## src/rtl/dpsk_pkg.sv

```systemverilog
// Shared widths and the mode encoding for the differential PSK demapper.
package dpsk_pkg;
    typedef enum logic {
        MODE_8PT  = 1'b0,
        MODE_16PT = 1'b1
    } psk_mode_e;

    localparam int SAMPLE_W = 8;             // converter code width
    localparam int DIFF_W   = SAMPLE_W + 1;  // difference width, cannot wrap
    localparam int STEP_W   = 6;             // step register width
    localparam int WORD_W   = 4;             // widest data word
    localparam int NPTS_MAX = 1 << WORD_W;   // points in the widest mode
endpackage

```

## src/rtl/dpsk_diff_stage.sv

```systemverilog
// Holds the reference phase and forms the current-minus-previous difference.
// Assumes at most one sample per clock; frame_start only clears the reference flag.
module dpsk_diff_stage
    import dpsk_pkg::*;
#(
    parameter int SW = SAMPLE_W,
    parameter int DW = SW + 1
) (
    input  logic                 clk,
    input  logic                 rst_n,
    input  logic                 frame_start,
    input  logic                 sample_valid,
    input  logic signed [SW-1:0] sample,
    output logic signed [DW-1:0] diff,
    output logic                 fire
);
    logic signed [SW-1:0] ref_q;
    logic                 have_ref_q;

    // Reference register: loaded by every valid sample, flag cleared on frame start.
    always_ff @(posedge clk) begin
        if (!rst_n) begin
            ref_q      <= '0;
            have_ref_q <= 1'b0;
        end else if (sample_valid) begin
            ref_q      <= sample;
            have_ref_q <= 1'b1;
        end else if (frame_start) begin
            have_ref_q <= 1'b0;
        end
    end

    // Sign-extended subtraction, one bit wider than the samples.
    always_comb begin
        diff = DW'(sample) - DW'(ref_q);
        fire = sample_valid && have_ref_q && !frame_start;
    end


    ref_loaded_chk: assert property (@(posedge clk) disable iff (!rst_n)
        sample_valid |=> have_ref_q);


    frame_drop_chk: assert property (@(posedge clk) disable iff (!rst_n)
        (frame_start && !sample_valid) |=> !have_ref_q);
endmodule

```

## src/rtl/dpsk_slicer.sv

```systemverilog
// Rounds a phase difference to the nearest step multiple and offsets it into
// a point index 0..N-1. One comparator per decision threshold, for each mode;
// the index is the count of thresholds reached, so clamping needs no extra logic.
module dpsk_slicer
    import dpsk_pkg::*;
#(
    parameter int DW    = DIFF_W,
    parameter int STW   = STEP_W,
    parameter int WW    = WORD_W,
    localparam int NMAX  = 1 << WW,
    localparam int CMP_W = DW + STW + 3
) (
    input  logic signed [DW-1:0] diff,
    input  logic [STW-1:0]       step_lsb,
    input  psk_mode_e            mode,
    output logic [WW-1:0]        index
);
    logic signed [CMP_W-1:0] twice_d;
    logic signed [CMP_W-1:0] step_s;
    logic [NMAX-1:1]         hit_wide;
    logic [NMAX-1:1]         hit_narrow;

    // Doubled difference and the step widened for signed products.
    always_comb begin
        twice_d = CMP_W'(diff) <<< 1;
        step_s  = signed'(CMP_W'(step_lsb));
    end

    // Threshold i sits halfway below point i: (2*(i - N/2) - 1) * step.
    for (genvar i = 1; i < NMAX; i++) begin : g_thr
        localparam logic signed [CMP_W-1:0] KW = CMP_W'(2 * (i - NMAX / 2) - 1);
        assign hit_wide[i] = twice_d >= step_s * KW;
        if (i < NMAX / 2) begin : g_narrow
            localparam logic signed [CMP_W-1:0] KN = CMP_W'(2 * (i - NMAX / 4) - 1);
            assign hit_narrow[i] = twice_d >= step_s * KN;
        end else begin : g_none
            assign hit_narrow[i] = 1'b0;
        end
    end

    // Count the thresholds reached in the selected mode.
    always_comb begin
        index = '0;
        for (int i = 1; i < NMAX; i++) begin
            if (mode == MODE_16PT ? hit_wide[i] : hit_narrow[i])
                index = index + WW'(1);
        end
    end


    always_comb begin
        if (mode == MODE_8PT)
            narrow_range_chk: assert (index < WW'(NMAX / 2));
    end
endmodule

```

## src/rtl/dpsk_gray_dec.sv

```systemverilog
// Gray-to-binary conversion: each binary bit is the XOR of its Gray bit and all above.
module dpsk_gray_dec #(
    parameter int WW = dpsk_pkg::WORD_W
) (
    input  logic [WW-1:0] gray,
    output logic [WW-1:0] bin
);
    for (genvar b = 0; b < WW; b++) begin : g_bit
        assign bin[b] = ^(gray >> b);
    end
endmodule

```

## src/rtl/dpsk_demapper.sv

```systemverilog
// Differential PSK demapper top: difference, slice, Gray decode, one output register.
// Assumes samples are signed converter codes and step_lsb is nonzero while data flows.
module dpsk_demapper
    import dpsk_pkg::*;
(
    input  logic                       clk,
    input  logic                       rst_n,
    input  logic                       frame_start,
    input  logic                       sample_valid,
    input  logic signed [SAMPLE_W-1:0] sample,
    input  logic                       mode,
    input  logic [STEP_W-1:0]          step_lsb,
    output logic                       sym_valid,
    output logic [WORD_W-1:0]          sym_bits
);
    logic signed [DIFF_W-1:0] diff;
    logic                     fire;
    logic [WORD_W-1:0]        index;
    logic [WORD_W-1:0]        word;

    dpsk_diff_stage #(.SW(SAMPLE_W), .DW(DIFF_W)) u_diff (
        .clk(clk), .rst_n(rst_n), .frame_start(frame_start),
        .sample_valid(sample_valid), .sample(sample),
        .diff(diff), .fire(fire)
    );

    dpsk_slicer #(.DW(DIFF_W), .STW(STEP_W), .WW(WORD_W)) u_slice (
        .diff(diff), .step_lsb(step_lsb), .mode(psk_mode_e'(mode)), .index(index)
    );

    dpsk_gray_dec #(.WW(WORD_W)) u_gray (.gray(index), .bin(word));

    // Output register: one cycle of latency, the word is held between strobes.
    always_ff @(posedge clk) begin
        if (!rst_n) begin
            sym_valid <= 1'b0;
            sym_bits  <= '0;
        end else begin
            sym_valid <= fire;
            if (fire) sym_bits <= word;
        end
    end


    valid_latency_chk: assert property (@(posedge clk) disable iff (!rst_n)
        sym_valid |-> $past(sample_valid));


    narrow_msb_chk: assert property (@(posedge clk) disable iff (!rst_n)
        (sym_valid && !$past(mode)) |-> !sym_bits[WORD_W-1]);


    restart_silent_chk: assert property (@(posedge clk) disable iff (!rst_n)
        frame_start |=> !sym_valid);
endmodule

```

## config.mk

```make
export PLATFORM = sky130hd
export DESIGN_NAME = dpsk_demapper
export DESIGN_NICKNAME = d
export VERILOG_FILES = /design/src/rtl/dpsk_pkg.sv /design/src/rtl/dpsk_diff_stage.sv /design/src/rtl/dpsk_slicer.sv /design/src/rtl/dpsk_gray_dec.sv /design/src/rtl/dpsk_demapper.sv
export SDC_FILE = /design/constraint.sdc
export NUM_CORES = 1
export LEC_CHECK = 0
export ABC_CLOCK_PERIOD_IN_PS = 13510
export BUFFER_PORTS_ARGS = -buffer_cell sky130_fd_sc_hd__buf_2
export CAP_MARGIN = 30
export CELL_PAD_IN_SITES_DETAIL_PLACEMENT = 1
export CELL_PAD_IN_SITES_GLOBAL_PLACEMENT = 2
export CORE_ASPECT_RATIO = 0.5
export CORE_UTILIZATION = 35
export DETAILED_ROUTE_END_ITERATION = 12
export GPL_ROUTABILITY_DRIVEN = 0
export GPL_TIMING_DRIVEN = 0
export PLACE_DENSITY = 0.77
export SETUP_SLACK_MARGIN = 0.05
export SYNTH_ARGS = -nofsm -noshare
export SYNTH_HDL_FRONTEND = slang
export SYNTH_SLANG_ARGS = --single-unit
export TNS_END_PERCENT = 20
```

## constraint.sdc

```tcl
create_clock -name clk -period 13.51 [get_ports clk]
set_input_delay 2.702 -clock clk [delete_from_list [all_inputs] [get_ports clk]]
set_output_delay 2.702 -clock clk [all_outputs]
set_load 0.05 [all_outputs]
```

==> results of run 1 <==
worst reg2reg max path, delay by kind of cell, from the launching register on:
kind / cells / cell delay, ns
AOI/OAI and AO/OA: 14 / 3.09
xor gates and xnor gates: 8 / 1.52
adders and majority gates: 11 / 3.11
buffers and inverters: 2 / 0.11
DFF: 1 / 0.33
muxes: 4 / 0.86
and+or+nand+nor: 11 / 1.87
sequential cells by signal, indices dropped and copies added, names as in the netlist:
register           cells
u_diff.ref_q           8
sym_valid              1
sym_bits               4
u_diff.have_ref_q      1
final timing paths:
check                  start          end  slack [ns]  cells past startpoint
max              step_lsb[5]  sym_bits[1]        0.03                     59
min              sym_bits[2]  sym_bits[2]        0.47                      2
max reg2reg  u_diff.ref_q[5]  sym_bits[1]        2.54                     50
min reg2reg      sym_bits[2]  sym_bits[2]        0.47                      2
what timing repair did:
item                       CTS  global route
gates cloned                 1             0
pin swaps                   30            45
buffers inserted            35            22
gates resized for setup     76            31
setup endpoints to repair    4             4
per-layer routing:
layer / GRT usage, % / wire, um
met1: 29.7 / 13900
met2: 40.1 / 14400
met3: 2.88 / 1390
met4: 3.24 / 267
met5: 0 / 0
logic make-up after synthesis:
family,share of synthesized area [%]
XOR/XNOR,12.0
multiplexers,2.04
buffers and inverters,6.67
AO/OA/AOI/OAI,20.1
flip-flops,3.09
AND/OR/NAND/NOR,11.8
adder cells (fa/ha/maj),44.3
final cells by class:
class / count / area (um^2) / area share (%)
diodes: 1 / 2.50 / 0.0231
plain buffers: 11 / 66.3 / 0.612
clock buffers: 4 / 88.8 / 0.820
inverters: 149 / 616 / 5.68
multi-input cells: 883 / 8640 / 79.7
flip-flops and latches: 14 / 280 / 2.59
well taps: 344 / 430 / 3.97
repair buffers: 86 / 716 / 6.60
through the flow:
| stage | setup slack (ns) | instances | utilization, % |
|---|---|---|---|
| after global placement | -2.18 | 1424 | 38.3 |
| final | 0.0296 | 1492 | 42.9 |
| after detailed placement | -2.42 | 1428 | 38.6 |
| after CTS | 0.105 | 1468 | 41.5 |
| after floorplan | 0.0693 | 1057 | - |
| after global routing | -0.386 | 1491 | 42.8 |
cell usage after synthesis, types with 14 or more instances:
cell type and n:
sky130_fd_sc_hd__ha_1 248, sky130_fd_sc_hd__nand2b_1 17, sky130_fd_sc_hd__mux2i_1 14, sky130_fd_sc_hd__a21o_1 29
sky130_fd_sc_hd__nand3_1 16, sky130_fd_sc_hd__a21oi_1 73, sky130_fd_sc_hd__fa_1 45, sky130_fd_sc_hd__o21ai_0 47
sky130_fd_sc_hd__xnor2_1 65, sky130_fd_sc_hd__nand2_1 49, sky130_fd_sc_hd__inv_1 146, sky130_fd_sc_hd__nor2_1 33
sky130_fd_sc_hd__dfxtp_1 14, sky130_fd_sc_hd__xor2_1 32, sky130_fd_sc_hd__nor2b_1 25
==> results.md, run 1 <==
Clocking:
- Counting the buffers created by CTS gives 3.
- After clock tree synthesis, the clock-pin slew on the worst setup and hold paths is 0.05 ns.
- Hold repair after CTS inserted 0 buffers.
- The number of buffers between clock root and the deepest sink is 2.
- The number of levels the H-tree was split into is 1.
- Clock latency on the worst-skew pair, taken at its later pin, is 0.24 ns.
- Counting every sink on the clock net gives 14.
- CTS placed an instance of sky130_fd_sc_hd__clkbuf_16 at the clock tree root.
- The clock tree from TritonCTS is built.

Timing:
- The number of max-slew violations in the final report came to 0.
- Setup repair after global routing could not meet its margin everywhere.
- Summed over all failing endpoints, the final setup total negative slack is 0 ns.
- The post-route worst hold slack is 0.471 ns.
- The hold violation count in the final report is 0.
- The clock period minus final worst setup slack is 13.48 ns.
- Headroom to the max-slew limit came out at 34.9%.
- Across the routed clock network, the largest skew measured is 0.00227 ns.
- The setup-violating endpoint count in the final report is 0.
- Dividing the final minimum period by the clock period gives 99.8%.
- Based on the critical path, the design can be clocked at up to 0.0742 GHz.
- For the pin with the worst max-slew slack, the measured transition is 0.973 ns.

Routing:
- The detail route stage leaves a number of antenna-violating nets equal to 0.
- Detailed routing inserted a total of 7975 vias.
- After the first detailed-routing iteration, the DRC count stood at 380.
- After detailed routing, the number of remaining DRC violations is 0.
- For this block, the routed nets add up to 29.9 mm of wire.
- The first detailed-routing pass took 4 iterations.
- After detailed routing, the average wire length per cell comes to 20.1 um.
- The via density per instance is 5.35.

Synth:
- The dominant synthesized flop cell is sky130_fd_sc_hd__dfxtp_1.
- In the synthesized netlist, the number of instances is 1057.
- The number of storage elements in the synthesis netlist is 14.
- After synthesis, the share of flip-flops with an asynchronous set or reset is 0%.
- Counting every net in the synthesized netlist gives 1369.
- After synthesis, the cell types taking the most area are sky130_fd_sc_hd__ha_1 34%, sky130_fd_sc_hd__fa_1 9.9%, sky130_fd_sc_hd__xnor2_1 6.3%.
- The fraction of the yosys area taken by sequential cells is 3.09%.
- sky130_fd_sc_hd__ha_1 takes more of the synthesized area than any other cell.
- The number of distinct standard cells referenced by the synthesized netlist is 86.
- For this run, the number of Yosys warnings is 0.
- The number of synthesized flops with an enable pin is 0.
- The post-synthesis average cell area is 8.57 um^2.
- The post-synthesis instance area is 0.00906 mm^2.
- The area share of the largest cell type after synthesis is 34.2%.

Min path:
- The type of the most critical hold path is flip-flop to flip-flop.

Placed design:
- The placed wire-length estimate is 22.6 mm.
- The count of buffers inserted at the top-level ports is 23.
- The cell area reported after detailed placement is 0.00976 mm^2.

Global routing:
- Entering global routing, the biggest net connects 28 pins.
- The overflow left after global routing is 0.
- The number of antenna violations at the first check in global routing came to 0.
- The first-pass GRT wire length is 46.4 mm.
- Global routing consumed, over all layers together, 22.5% of the routing resources.
- The number of global-route vias before repair was 8454.

Flow run:
- The max-capacitance violation count is 0.

Cells and area:
- For this run, the post-layout net count is 1460.
- In the final layout, the share of cells above drive strength 1 is 17.7%.
- Leaving out fill and tap cells, the most frequent cell in the layout is sky130_fd_sc_hd__ha_1.
- The filler cell count in the final layout is 2991.
- After routing the design area is 0.0108 mm^2.
- From synthesis to final layout, the design area changed by 19.6%.
- The top cell types in the final layout, fill and taps aside, are 232 x sky130_fd_sc_hd__ha_1, 134 x sky130_fd_sc_hd__inv_1, 67 x sky130_fd_sc_hd__a21oi_1, 58 x sky130_fd_sc_hd__xnor2_1, 57 x sky130_fd_sc_hd__buf_4.

Setup path:
- The kind of cell with the highest combined delay along the critical path is adder cells.
- The worst setup path is of the input pin to flip-flop kind.
- The number of buffers and inverters on the critical path is 6.
- The maximum single-stage delay on the critical path is 0.58 ns.
- The largest driver fanout on the critical path is 3.
- The data arrival time at the worst-slack endpoint is 13.65 ns.
- The capturing element type of the critical path is a flip-flop.
- In this design, the critical path's most frequently occurring cell is sky130_fd_sc_hd__ha_4.
- The startpoint type of the worst setup path is an input pin.
- Among all stages on the critical path, the largest delay is contributed by sky130_fd_sc_hd__fa_1.
- The critical path data required time is 13.68 ns.

Die:
- After floorplanning, the core was divided into 41 placement rows.
- 24 I/O pins were placed.
- The initial cell density of the core is 35.8%.
- The die height is 116 um.
- In this run the standard cell core region covers 0.0253 mm^2.
- The die covers 0.0266 mm^2.
- The die boundary width is 230 um.

Outcome:
- The run finished with clean final reports.
Power of run 1 is not shown: default switching activity piles up to over one toggle a cycle in this logic, so the estimate is an artifact.
==> inputs of run 2 (changes only) <==
- CTS_BUF_LIST: unset -> sky130_fd_sc_hd__clkbuf_8
==> run 2 against run 1 <==
Via count increased by 0.95%. Critical path type unchanged. Cell count increased by 0.13%. Largest cell class unchanged. Clock skew about the same. Final area decreased by 0.17%.
==> results.md, run 2 (same netlist as run 1, synthesis figures left out) <==
Outcome:
- Run status: finished clean (unchanged).

Setup path:
- The data arrival time at the worst-slack endpoint came to 13.63 ns (was 13.65 ns).
- The largest driver fanout on the critical path is 3 (unchanged).
- The most repeated library cell on the critical path is sky130_fd_sc_hd__ha_4 (unchanged).
- The kind of critical path was input pin to flip-flop (unchanged).
- The startpoint type of the worst setup path was an input pin (unchanged).
- The critical path data required time is 13.64 ns (was 13.68 ns).
- The slowest library cell on the worst path is sky130_fd_sc_hd__fa_1 (unchanged).
- The maximum single-stage delay on the critical path was 0.58 ns (about the same).
- The internal reg-to-reg setup slack is 2.49 ns (was 2.54 ns).
- The capturing element type of the critical path is a flip-flop (unchanged).

Cells and area:
- The most frequent standard cell in the layout excluding fill and tap cells is sky130_fd_sc_hd__ha_1 (unchanged).
- The cell area after layout is 0.0108 mm^2 (about the same).
- Registers with the most flip-flops: u_diff.ref_q x8, sym_bits x4 (unchanged).
- The share of post-route cells with drive strength above 1 was 17.8% (was 17.7%).
- The filler-free cell count of the finished design came to 1494 (was 1492).
- The synthesis-to-finish area growth is 19.4% (was 19.6%).
- The net count reported at finish is 1462 (was 1460).
- The number of flip-flops under the largest register name is 8 (unchanged).
- Commonest cells after routing, fill and taps aside: 232 x sky130_fd_sc_hd__ha_1, 134 x sky130_fd_sc_hd__inv_1, 67 x sky130_fd_sc_hd__a21oi_1, 59 x sky130_fd_sc_hd__buf_4, 58 x sky130_fd_sc_hd__xnor2_1 (was 232 x sky130_fd_sc_hd__ha_1, 134 x sky130_fd_sc_hd__inv_1, 67 x sky130_fd_sc_hd__a21oi_1, 58 x sky130_fd_sc_hd__xnor2_1, 57 x sky130_fd_sc_hd__buf_4).
- The register with the most flip-flops is u_diff.ref_q (unchanged).

Die:
- The number of top-level design ports is 24 (unchanged).
- The initial cell density of the core is 35.8% (unchanged).
- The floorplan row count is 41 (unchanged).
- The die boundary width is 230 um (unchanged).
- The area of the die was 0.0266 mm^2 (unchanged).
- The core box area is 0.0253 mm^2 (unchanged).
- The die height is 116 um (unchanged).

Placed design:
- The placed instance count came to 1428 (unchanged).
- The cell area reported after detailed placement is 0.00976 mm^2 (unchanged).
- The worst-case setup slack after placement is -2.42 ns (unchanged).
- The placed wire-length estimate is 22.6 mm (unchanged).
- The count of buffers inserted at the top-level ports was 23 (unchanged).

Clocking:
- The number of levels the H-tree was split into came to 1 (unchanged).
- The total clock sinks is 14 (unchanged).
- The number of buffers between clock root and the deepest sink is 2 (unchanged).
- The buffer type at the clock tree root is sky130_fd_sc_hd__clkbuf_8 (was sky130_fd_sc_hd__clkbuf_16).
- The clock tree from TritonCTS was built (unchanged).
- The number of CTS-inserted buffers came to 3 (unchanged).
- The clock-pin slew reported for the worst setup and hold paths after clock tree synthesis is 0.06 ns (was 0.05 ns).
- The worst-skew pair later-pin latency is 0.25 ns (was 0.24 ns).

Timing:
- The worst max-slew margin expressed relative to the limit is 34.8% (was 34.9%).
- The clock period minus final worst setup slack came to 13.50 ns (was 13.48 ns).
- The hold violation count in the final report came to 0 (unchanged).
- The actual slew at the worst max-slew pin is 0.975 ns (was 0.973 ns).
- The setup-violating endpoint count in the final report was 0 (unchanged).
- The number of max-slew violations in the final report is 0 (unchanged).
- The post-layout worst setup margin was 0.00817 ns (was 0.0296 ns).
- The achievable clock frequency came to 0.0741 GHz (was 0.0742 GHz).
- The final period utilization is 99.9% (was 99.8%).
- Unrepaired setup endpoints after global routing: yes (unchanged).
- The worst clock skew is 0.00211 ns (was 0.00227 ns).

Global routing:
- The number of antenna violations at the first check in global routing is 0 (unchanged).
- The global routing usage summed across all routing layers is 22.6% (was 22.5%).
- The largest net degree at the start of global routing is 28 (unchanged).
- The overflow left after global routing was 0 (unchanged).
- The number of global-route vias before repair came to 8444 (was 8454).
- The first-pass GRT wire length is 46.9 mm (was 46.4 mm).

Routing:
- The average wire per standard cell is 20.0 um (was 20.1 um).
- The total detailed-routing wirelength is 29.9 mm (about the same).
- The iteration-0 DRC count of the detailed router is 338 (was 380).
- The final routed DRC violation total is 0 (unchanged).
- The via density per instance is 5.39 (was 5.35).
- The number of vias after detailed routing came to 8051 (was 7975).
- The number of optimization iterations in the first detailed-route pass came to 4 (unchanged).
- The number of nets still failing antenna checks after routing is 0 (unchanged).

Min path:
- The type of the most critical hold path was flip-flop to flip-flop (unchanged).

Flow run:
- The max-capacitance violation count came to 0 (unchanged).
[run 2: changes by cell type in the layout (fill, tap and decap cells not counted)]
cell                        delta
sky130_fd_sc_hd__clkbuf_16     -3
sky130_fd_sc_hd__clkbuf_8      +3
sky130_fd_sc_hd__buf_4         +2
[run 2: path summary, 6_finish.rpt]
path / start / end / cells past startpoint
max: step_lsb[5] / sym_bits[1] / 59
min: sym_bits[2] / sym_bits[2] / 2
max reg2reg: u_diff.ref_q[5] / sym_bits[1] / 50
min reg2reg: sym_bits[2] / sym_bits[2] / 2
[run 2: repair_timing]
item | 4_1_cts | 5_1_grt
hold buffers | 0 | 0
gates cloned | 1 | 0
endpoints found under the setup margin | 4 | 4
setup buffers | 35 | 24
pin swaps | 30 | 47
gates resized for setup | 76 | 31
[run 2: worst max-delay path: cells and delay by family]
kind,cells,cell delay (ns)
adders and majority gates,14,4.28
and+or+nand+nor,10,0.86
buffers and inverters,6,0.44
AOI/OAI and AO/OA,16,2.72
xor gates and xnor gates,9,1.71
muxes,4,0.86
[run 2: layer usage]
metal	track usage [%]	share of wire (%)	vias to the layer above	wire, um
met5	0	0	-	0
met4	1.87	0.86	0	257
met3	0.935	2.4	19	723
met2	41.0	48	77	14400
met1	31.0	49	4027	14500
li1	-	-	3928	-
[run 2: cell type report]
| cell class | instances | area (um^2) |
|---|---|---|
| buffer | 11 | 66.3 |
| tap | 344 | 430 |
| fill | 2987 | 14500 |
| sequential | 14 | 280 |
| timing repair buffer | 88 | 731 |
| antenna | 1 | 2.50 |
| multi-input combinational | 883 | 8640 |
| inverter | 149 | 616 |
| clock buffer | 4 | 55.1 |
[run 2: through the flow]
stage                     utilization (%)  hold slack, ns  setup TNS [ns]
final                                42.8           0.473               0
after global routing                 42.8           0.514           -1.03
after CTS                            41.4           0.477               0
after global placement               38.3           0.456           -8.14
after detailed placement             38.6           0.467           -8.99
after floorplan                         -           0.483               0
Power of run 2 is left out for the same reason.
